==> src/rtl/mc_pkg.sv <==
package mc_pkg;

    typedef enum logic [2:0] {
        ST_FETCH  = 3'd0,
        ST_DECODE = 3'd1,
        ST_EXEC   = 3'd2,
        ST_MEM    = 3'd3,
        ST_WB     = 3'd4
    } step_e;

    typedef enum logic [2:0] {
        K_NOP   = 3'd0,
        K_LOAD  = 3'd1,
        K_STORE = 3'd2,
        K_RR    = 3'd3,
        K_RI    = 3'd4,
        K_BRZ   = 3'd5
    } kind_e;

    typedef enum logic [2:0] {
        ALU_ADD = 3'd0,
        ALU_SUB = 3'd1,
        ALU_AND = 3'd2,
        ALU_OR  = 3'd3,
        ALU_XOR = 3'd4,
        ALU_SLT = 3'd5
    } alu_op_e;

    typedef struct packed {
        kind_e       kind;
        alu_op_e     op;
        logic [4:0]  rs;
        logic [4:0]  rt;
        logic [4:0]  dst;
        logic [15:0] imm;
    } dec_t;

    localparam logic [5:0] OPC_RR    = 6'h00;
    localparam logic [5:0] OPC_BRZ   = 6'h04;
    localparam logic [5:0] OPC_ADDI  = 6'h08;
    localparam logic [5:0] OPC_SLTI  = 6'h0A;
    localparam logic [5:0] OPC_ANDI  = 6'h0C;
    localparam logic [5:0] OPC_ORI   = 6'h0D;
    localparam logic [5:0] OPC_XORI  = 6'h0E;
    localparam logic [5:0] OPC_LOAD  = 6'h23;
    localparam logic [5:0] OPC_STORE = 6'h2B;

    localparam logic [5:0] FN_ADD = 6'h20;
    localparam logic [5:0] FN_SUB = 6'h22;
    localparam logic [5:0] FN_AND = 6'h24;
    localparam logic [5:0] FN_OR  = 6'h25;
    localparam logic [5:0] FN_XOR = 6'h26;
    localparam logic [5:0] FN_SLT = 6'h2A;

endpackage

==> src/rtl/mc_decode.sv <==
module mc_decode
    import mc_pkg::*;
(
    input  logic [31:0] ir,
    output dec_t        dec
);
    logic [5:0] opc;
    logic [5:0] fn;

    always_comb begin
        opc      = ir[31:26];
        fn       = ir[5:0];
        dec.kind = K_NOP;
        dec.op   = ALU_ADD;
        dec.rs   = ir[25:21];
        dec.rt   = ir[20:16];
        dec.dst  = 5'd0;
        dec.imm  = ir[15:0];
        case (opc)
            OPC_RR: begin
                if (ir[10:6] == 5'd0) begin
                    dec.kind = K_RR;
                    dec.dst  = ir[15:11];
                    case (fn)
                        FN_ADD:  dec.op = ALU_ADD;
                        FN_SUB:  dec.op = ALU_SUB;
                        FN_AND:  dec.op = ALU_AND;
                        FN_OR:   dec.op = ALU_OR;
                        FN_XOR:  dec.op = ALU_XOR;
                        FN_SLT:  dec.op = ALU_SLT;
                        default: begin
                            dec.kind = K_NOP;
                            dec.dst  = 5'd0;
                        end
                    endcase
                end
            end
            OPC_LOAD: begin
                dec.kind = K_LOAD;
                dec.dst  = ir[20:16];
            end
            OPC_STORE: dec.kind = K_STORE;
            OPC_BRZ:   dec.kind = K_BRZ;
            OPC_ADDI, OPC_SLTI, OPC_ANDI, OPC_ORI, OPC_XORI: begin
                dec.kind = K_RI;
                dec.dst  = ir[20:16];
                case (opc)
                    OPC_SLTI: dec.op = ALU_SLT;
                    OPC_ANDI: dec.op = ALU_AND;
                    OPC_ORI:  dec.op = ALU_OR;
                    OPC_XORI: dec.op = ALU_XOR;
                    default:  dec.op = ALU_ADD;
                endcase
            end
            default: dec.kind = K_NOP;
        endcase
    end
endmodule

==> src/rtl/mc_alu.sv <==
module mc_alu
    import mc_pkg::*;
#(
    parameter int XLEN = 32
) (
    input  logic [XLEN-1:0] a,
    input  logic [XLEN-1:0] b,
    input  alu_op_e         op,
    output logic [XLEN-1:0] y
);
    always_comb begin
        case (op)
            ALU_SUB: y = a - b;
            ALU_AND: y = a & b;
            ALU_OR:  y = a | b;
            ALU_XOR: y = a ^ b;
            ALU_SLT: y = {{(XLEN-1){1'b0}}, ($signed(a) < $signed(b))};
            default: y = a + b;
        endcase
    end
endmodule

==> src/rtl/mc_regfile.sv <==
module mc_regfile #(
    parameter int XLEN = 32,
    parameter int NREG = 32,
    localparam int RIDX = $clog2(NREG)
) (
    input  logic            clk,
    input  logic            rst,
    input  logic [RIDX-1:0] ra1,
    input  logic [RIDX-1:0] ra2,
    output logic [XLEN-1:0] rd1,
    output logic [XLEN-1:0] rd2,
    input  logic            we,
    input  logic [RIDX-1:0] wa,
    input  logic [XLEN-1:0] wd
);
    logic [XLEN-1:0] regs_q [1:NREG-1];
    logic [XLEN-1:0] regs_d [1:NREG-1];

    for (genvar gi = 1; gi < NREG; gi++) begin : g_word
        always_comb begin
            regs_d[gi] = regs_q[gi];
            if (we && (wa == RIDX'(gi))) begin
                regs_d[gi] = wd;
            end
        end

        always_ff @(posedge clk) begin
            if (rst) begin
                regs_q[gi] <= '0;
            end else begin
                regs_q[gi] <= regs_d[gi];
            end
        end
    end

    always_comb begin
        rd1 = (ra1 == '0) ? '0 : regs_q[ra1];
        rd2 = (ra2 == '0) ? '0 : regs_q[ra2];
    end

    AST_WRITE_LANDS: assert property (@(posedge clk) disable iff (rst)
        (we && wa != '0) |=> (regs_q[$past(wa)] == $past(wd)));
endmodule

==> src/rtl/mc_core.sv <==
module mc_core
    import mc_pkg::*;
#(
    parameter int XLEN = 32
) (
    input  logic            clk,
    input  logic            rst,
    output logic [XLEN-1:0] imem_addr,
    input  logic [31:0]     imem_rdata,
    output logic [XLEN-1:0] dmem_addr,
    output logic [XLEN-1:0] dmem_wdata,
    output logic            dmem_we,
    input  logic [XLEN-1:0] dmem_rdata,
    output logic [XLEN-1:0] dbg_pc,
    output logic            dbg_we,
    output logic [4:0]      dbg_widx,
    output logic [XLEN-1:0] dbg_wdata
);
    localparam int NREG = 32;
    localparam int IMM_PAD = XLEN - 16;

    typedef struct packed {
        step_e           step;
        logic [XLEN-1:0] pc;
        logic [XLEN-1:0] npc;
        logic [31:0]     ir;
        logic [XLEN-1:0] a;
        logic [XLEN-1:0] b;
        logic [XLEN-1:0] imm;
        logic [XLEN-1:0] alu;
        logic [XLEN-1:0] lmd;
        logic            cond;
    } state_t;

    state_t          s_d, s_q;
    dec_t            dec;
    logic [XLEN-1:0] rf_rd1, rf_rd2;
    logic            rf_we;
    logic [XLEN-1:0] rf_wd;
    logic [XLEN-1:0] alu_a, alu_b, alu_y;
    alu_op_e         alu_op;

    mc_decode u_dec (
        .ir  (s_q.ir),
        .dec (dec)
    );

    mc_regfile #(.XLEN(XLEN), .NREG(NREG)) u_rf (
        .clk (clk),
        .rst (rst),
        .ra1 (dec.rs),
        .ra2 (dec.rt),
        .rd1 (rf_rd1),
        .rd2 (rf_rd2),
        .we  (rf_we),
        .wa  (dec.dst),
        .wd  (rf_wd)
    );

    mc_alu #(.XLEN(XLEN)) u_alu (
        .a  (alu_a),
        .b  (alu_b),
        .op (alu_op),
        .y  (alu_y)
    );

    always_comb begin
        s_d     = s_q;
        rf_we   = 1'b0;
        rf_wd   = (dec.kind == K_LOAD) ? s_q.lmd : s_q.alu;
        dmem_we = 1'b0;
        alu_a   = s_q.a;
        alu_b   = s_q.imm;
        alu_op  = ALU_ADD;
        case (dec.kind)
            K_RR:  begin alu_b = s_q.b; alu_op = dec.op; end
            K_RI:  alu_op = dec.op;
            K_BRZ: begin alu_a = s_q.npc; alu_b = s_q.imm << 2; end
            default: ;
        endcase

        case (s_q.step)
            ST_FETCH: begin
                s_d.ir   = imem_rdata;
                s_d.npc  = s_q.pc + XLEN'(4);
                s_d.step = ST_DECODE;
            end
            ST_DECODE: begin
                s_d.a    = rf_rd1;
                s_d.b    = rf_rd2;
                s_d.imm  = {{IMM_PAD{dec.imm[15]}}, dec.imm};
                s_d.step = ST_EXEC;
            end
            ST_EXEC: begin
                if (dec.kind != K_NOP) begin
                    s_d.alu = alu_y;
                end
                if (dec.kind == K_BRZ) begin
                    s_d.cond = (s_q.a == '0);
                end
                s_d.step = ST_MEM;
            end
            ST_MEM: begin
                if (dec.kind == K_LOAD) begin
                    s_d.lmd = dmem_rdata;
                end
                dmem_we = (dec.kind == K_STORE);
                s_d.pc  = (dec.kind == K_BRZ && s_q.cond) ? s_q.alu : s_q.npc;
                if (dec.kind inside {K_LOAD, K_RR, K_RI}) begin
                    s_d.step = ST_WB;
                end else begin
                    s_d.step = ST_FETCH;
                end
            end
            default: begin
                rf_we    = (dec.dst != 5'd0);
                s_d.step = ST_FETCH;
            end
        endcase
    end

    always_ff @(posedge clk) begin
        if (rst) begin
            s_q <= '0;
        end else begin
            s_q <= s_d;
        end
    end

    assign imem_addr  = s_q.pc;
    assign dmem_addr  = s_q.alu;
    assign dmem_wdata = s_q.b;
    assign dbg_pc     = s_q.pc;
    assign dbg_we     = rf_we;
    assign dbg_widx   = dec.dst;
    assign dbg_wdata  = rf_wd;

    AST_RESET_STATE: assert property (@(posedge clk)
        rst |=> (s_q.pc == '0 && s_q.step == ST_FETCH && !dbg_we && !dmem_we));
    AST_FETCH_LATCH: assert property (@(posedge clk) disable iff (rst)
        (s_q.step == ST_FETCH) |=> (s_q.step == ST_DECODE && s_q.ir == $past(imem_rdata)
                                    && s_q.npc == $past(s_q.pc) + XLEN'(4)));
    AST_PC_HOLD: assert property (@(posedge clk) disable iff (rst)
        (s_q.step != ST_MEM) |=> $stable(s_q.pc));
    AST_STORE_ONLY_WRITES: assert property (@(posedge clk) disable iff (rst)
        dmem_we |-> (s_q.step == ST_MEM && dec.kind == K_STORE));
    AST_SHORT_RETIRE: assert property (@(posedge clk) disable iff (rst)
        (s_q.step == ST_MEM && dec.kind inside {K_STORE, K_BRZ, K_NOP})
            |=> (s_q.step == ST_FETCH));
    AST_ZERO_OPERAND: assert property (@(posedge clk) disable iff (rst)
        (s_q.step == ST_EXEC && dec.rs == 5'd0) |-> (s_q.a == '0));
endmodule

==> config.mk <==
export PLATFORM = sky130hd
export DESIGN_NAME = mc_core
export DESIGN_NICKNAME = d
export VERILOG_FILES = /design/src/rtl/mc_pkg.sv /design/src/rtl/mc_decode.sv /design/src/rtl/mc_alu.sv /design/src/rtl/mc_regfile.sv /design/src/rtl/mc_core.sv
export SDC_FILE = /design/constraint.sdc
export NUM_CORES = 2
export LEC_CHECK = 0
export ABC_AREA = 0
export BUFFER_PORTS_ARGS = -buffer_cell sky130_fd_sc_hd__buf_2
export CAP_MARGIN = 15
export CORE_MARGIN = 2
export CORE_UTILIZATION = 55
export DETAILED_ROUTE_END_ITERATION = 7
export PLACE_DENSITY = 0.75
export SETUP_SLACK_MARGIN = 0.02
export SYNTH_ARGS = -nofsm -noshare
export SYNTH_HDL_FRONTEND = slang
export SYNTH_SLANG_ARGS = --single-unit
==> constraint.sdc <==
create_clock -name clk -period 5.3 [get_ports clk]
set_input_delay 0 -clock clk [delete_from_list [all_inputs] [get_ports clk]]
set_output_delay 0 -clock clk [all_outputs]
set_load 0.02 [all_outputs]
==> summary.md <==
| Metric | Value |
|---|---|
| Net Sw Frac | `27.0%` |
| Sequential-to-total area share from yosys stat | `approximately half` |
| Max Slew Vio Count | `0` |
| Outcome | `finished, final reports clean` |
| Worst-path fanout max | `19` |
| Total Power | `around 0.024 W` |
| Global route overflow | `0` |
| Area occupied by multi-input gates | `about 30000 um2` |
| DR vias | `51300` |
| Worst Hold Class | `in2reg` |
| Hold_sp | `dmem_rdata[23]` |
| # port buffers | `232` |
| Sink of the worst hold path | `s_q[24]` |
| Required @ worst endpoint | `5900 ps` |
| VDD IR-drop max | `0.000307 V` |
| Number of synthesized flops with an enable pin | `between 900 and 1000` |
| WS Path Type | `reg2reg` |
| Cell area after synthesis | `67800 um2` |
| Fin Hold WS | `39.1 ps` |
| Worst r2r path cells | `15` |
| Root Driver | `clkbuf_16` |
| Least-Margin Pin Slew | `1160 ps` |
| Ys Warns | `0` |
| Setup crit end kind | `flip-flop` |
| All-layer global routing usage | `~37%` |
| Comb pwr share | `~15%` |
| H-tree levels | `4` |
| Hold Crit Depth | `4` |
| Clk pwr share | `38.7%` |
| Setup crit start kind | `flip-flop` |
| Routability cong. | `0.949` |
| Ys async rst share | `0%` |
| Layout cells sized above 1 | `23.6%` |
| # IOs | `between 200 and 250` |
| RR Endpoint | `dmem_addr[31]` |
| Initial antenna violation count | `8` |
| Vias per cell | `6.92` |
| Synth Flop Type | `edfxtp_1` |
| Largest net degree at the start of global routing | `84` |
| Fillers | `between 8000 and 9000` |
| Final setup fails | `0` |
| Area Growth Syn to Fin | `12.3%` |
| Critical Path AT | `5790 ps` |
| Core Footprint | `about 120000 um2` |
| Post-route DRC | `0` |
| Routed len/inst | `31.5 um` |
| Post-synthesis cell type count | `between 90 and 100` |
| Clock skew | `roughly 38 ps` |
| Die Span X | `~360 um` |
| Starting DRT DRC Count | `7492` |
| Die height | `between 300 and 400 um` |
| RSZ-0062 raised after global routing | `no` |
| Seq pwr share | `46.2%` |
| P_int | `around 0.018 W` |
| Power density cells | `321 nW/um2` |
| Hpwl dp | `147000 um` |
| Die Area | `approximately 130000 um2` |
| Placed Area | `70500 um2` |
| Max Clk Rate | `192 MHz` |
| CTS tree | `yes` |
| Reg2reg setup slack | `100 ps` |
| Mean Syn Cell Area | `12.0 um2` |
| Final critical-path required period | `about 5200 ps` |
| CTS clock-pin slew for the worst setup and hold paths | `60 ps` |
| Syn nets | `about 5800` |
| Worst skew pair latency | `780 ps` |
| Commonest non-fill, non-tap cell in the layout | `nor2_1` |
| Leakage | `26.1 nW` |
| Router iterations before antenna repair | `8` |
| Reg-to-Reg Start | `s_q[165]` |
| Max capacitance violation total | `0` |
| Register area | `around 35000 um2` |
| Crit share post-route | `98.0%` |
| Max_slew headroom | `between 20% and 30%` |
| Cell count after synthesis | `5651` |
| Starting Density | `55.5%` |
| Setup Total Neg Slack | `0 ps` |
| WL final | `233000 um` |
| Detail Route Antenna Nets | `0` |
| Most frequent cells in the layout | `nor2_1 (1373), edfxtp_1 (992), mux4_2 (576)` |
| Yosys reg bits | `1246` |
| Vias in the first global route | `a little over 50000` |
| Final-report hold violation count | `0` |
| Sink Count | `1246` |
| Sw Pwr | `0.00659 W` |
| Global-route wire length before repair | `336000 um` |
| Num CTS Buffers | `134` |
| Layout Cell Area excl Fill | `about 76000 um2` |
| FP Rows | `128` |
| CTS Buffer Depth | `3` |
| Final nets | `~5900` |
cell usage after synthesis, drive strengths merged (6+ instances only):
library cell,number,area share [%]
a2111oi,9,0.12
a211o,6,0.078
a211oi,48,0.53
a21o,35,0.39
a21oi,303,2.2
a221o,15,0.22
a221oi,13,0.17
a22o,6,0.10
a311oi,42,0.54
a31oi,15,0.16
and2,6,0.055
and3,25,0.23
buf,291,2.9
clkbuf,364,2.0
dfxtp,254,7.5
edfxtp,992,44
ha,97,1.8
inv,134,0.74
mux2i,165,2.4
mux4,576,19
nand2,437,2.5
nand2b,14,0.13
nand3,65,0.49
nand4,13,0.12
nor2,1376,7.7
nor2b,10,0.092
nor3,33,0.26
nor3b,9,0.10
nor4,22,0.20
o211ai,13,0.14
o21a,7,0.078
o21ai,62,0.46
o21bai,19,0.23
o31a,6,0.078
o31ai,29,0.32
or3,12,0.11
xnor2,22,0.28
xor2,21,0.27
state kept, by name, indices dropped and copies added (netlist names), named ones only:
signal       flops
dbg_pc          32
dmem_addr       32
dmem_wdata      32
s_q            148
u_rf.regs_q    992
per-layer routing:
layer	wire (um)	track usage (%)
met5	73	0
met4	15800	22.0
met3	29700	9.55
met2	112000	59.8
met1	76000	43.7
worst max-delay path: stages (launching register included):
cell and delay [ps]:
dfxtp_1 320, or4b_2 670, or4_4 440, o21bai_4 300, and3_1 250, a221o_1 300
ha_2 370, o21a_1 230, o211ai_1 290, o31a_1 210, nand4b_1 250, a31oi_1 570
a211o_1 350, mux2i_1 110, a221oi_1 270, nor3_1 70
kinds of logic after synthesis:
logic type               share of synthesized area (%)
flip-flops                                        51.5
XOR/XNOR                                         0.556
AND/OR/NAND/NOR                                   12.3
adder cells (fa/ha/maj)                           1.85
AO/OA/AOI/OAI                                     6.59
multiplexers                                      21.6
buffers and inverters                             5.63
power by group through the flow:
stage / clock, W / sequential [W] / combinational [W]
after floorplan: 0 / 0.0112 / 0.00244
after global placement: 0 / 0.0114 / 0.00345
after detailed placement: 0 / 0.0115 / 0.00348
after CTS: 0.00946 / 0.0113 / 0.00356
after global routing: 0.00979 / 0.0113 / 0.00386
final: 0.00945 / 0.0113 / 0.00369
through the flow:
step                      std cells  setup slack, ps  util (%)
final                          7416              105      62.4
after floorplan                5651             48.3         -
after global routing           7415             27.1      62.4
after detailed placement       7066              194      57.7
after global placement         7066              241      57.7
after CTS                      7398              131      62.0
final cells by class:
class,count,area share [%]
Sequential cell,1246,45.9
Multi-Input combinational cell,3615,39.3
Timing Repair Buffer,553,5.86
Clock buffer,170,4.87
Tap cell,1625,2.67
Clock inverter,71,0.819
Inverter,135,0.666
Antenna cell,1,0.00329
worst max path at each step:
| stage | slack (ps) | start | end |
|---|---|---|---|
| 2_1_floorplan | 50 | s_q[187] | u_rf.regs_q[20][0] |
| 3_3_place_gp | 240 | s_q[165] | dmem_addr[17] |
| 3_5_place_dp | 190 | s_q[165] | dmem_addr[31] |
| 4_1_cts | 130 | s_q[165] | dmem_addr[31] |
| 5_1_grt | 30 | s_q[165] | dmem_addr[29] |
| 6_report | 100 | s_q[165] | dmem_addr[31] |
what timing repair did:
action                                 CTS  global route
setup buffers                            0             1
resized for setup                        0            14
setup endpoints to repair                0             6
endpoints found under the hold margin   79             0
hold buffers                            91             0
Power figures use the tool's default switching activity.
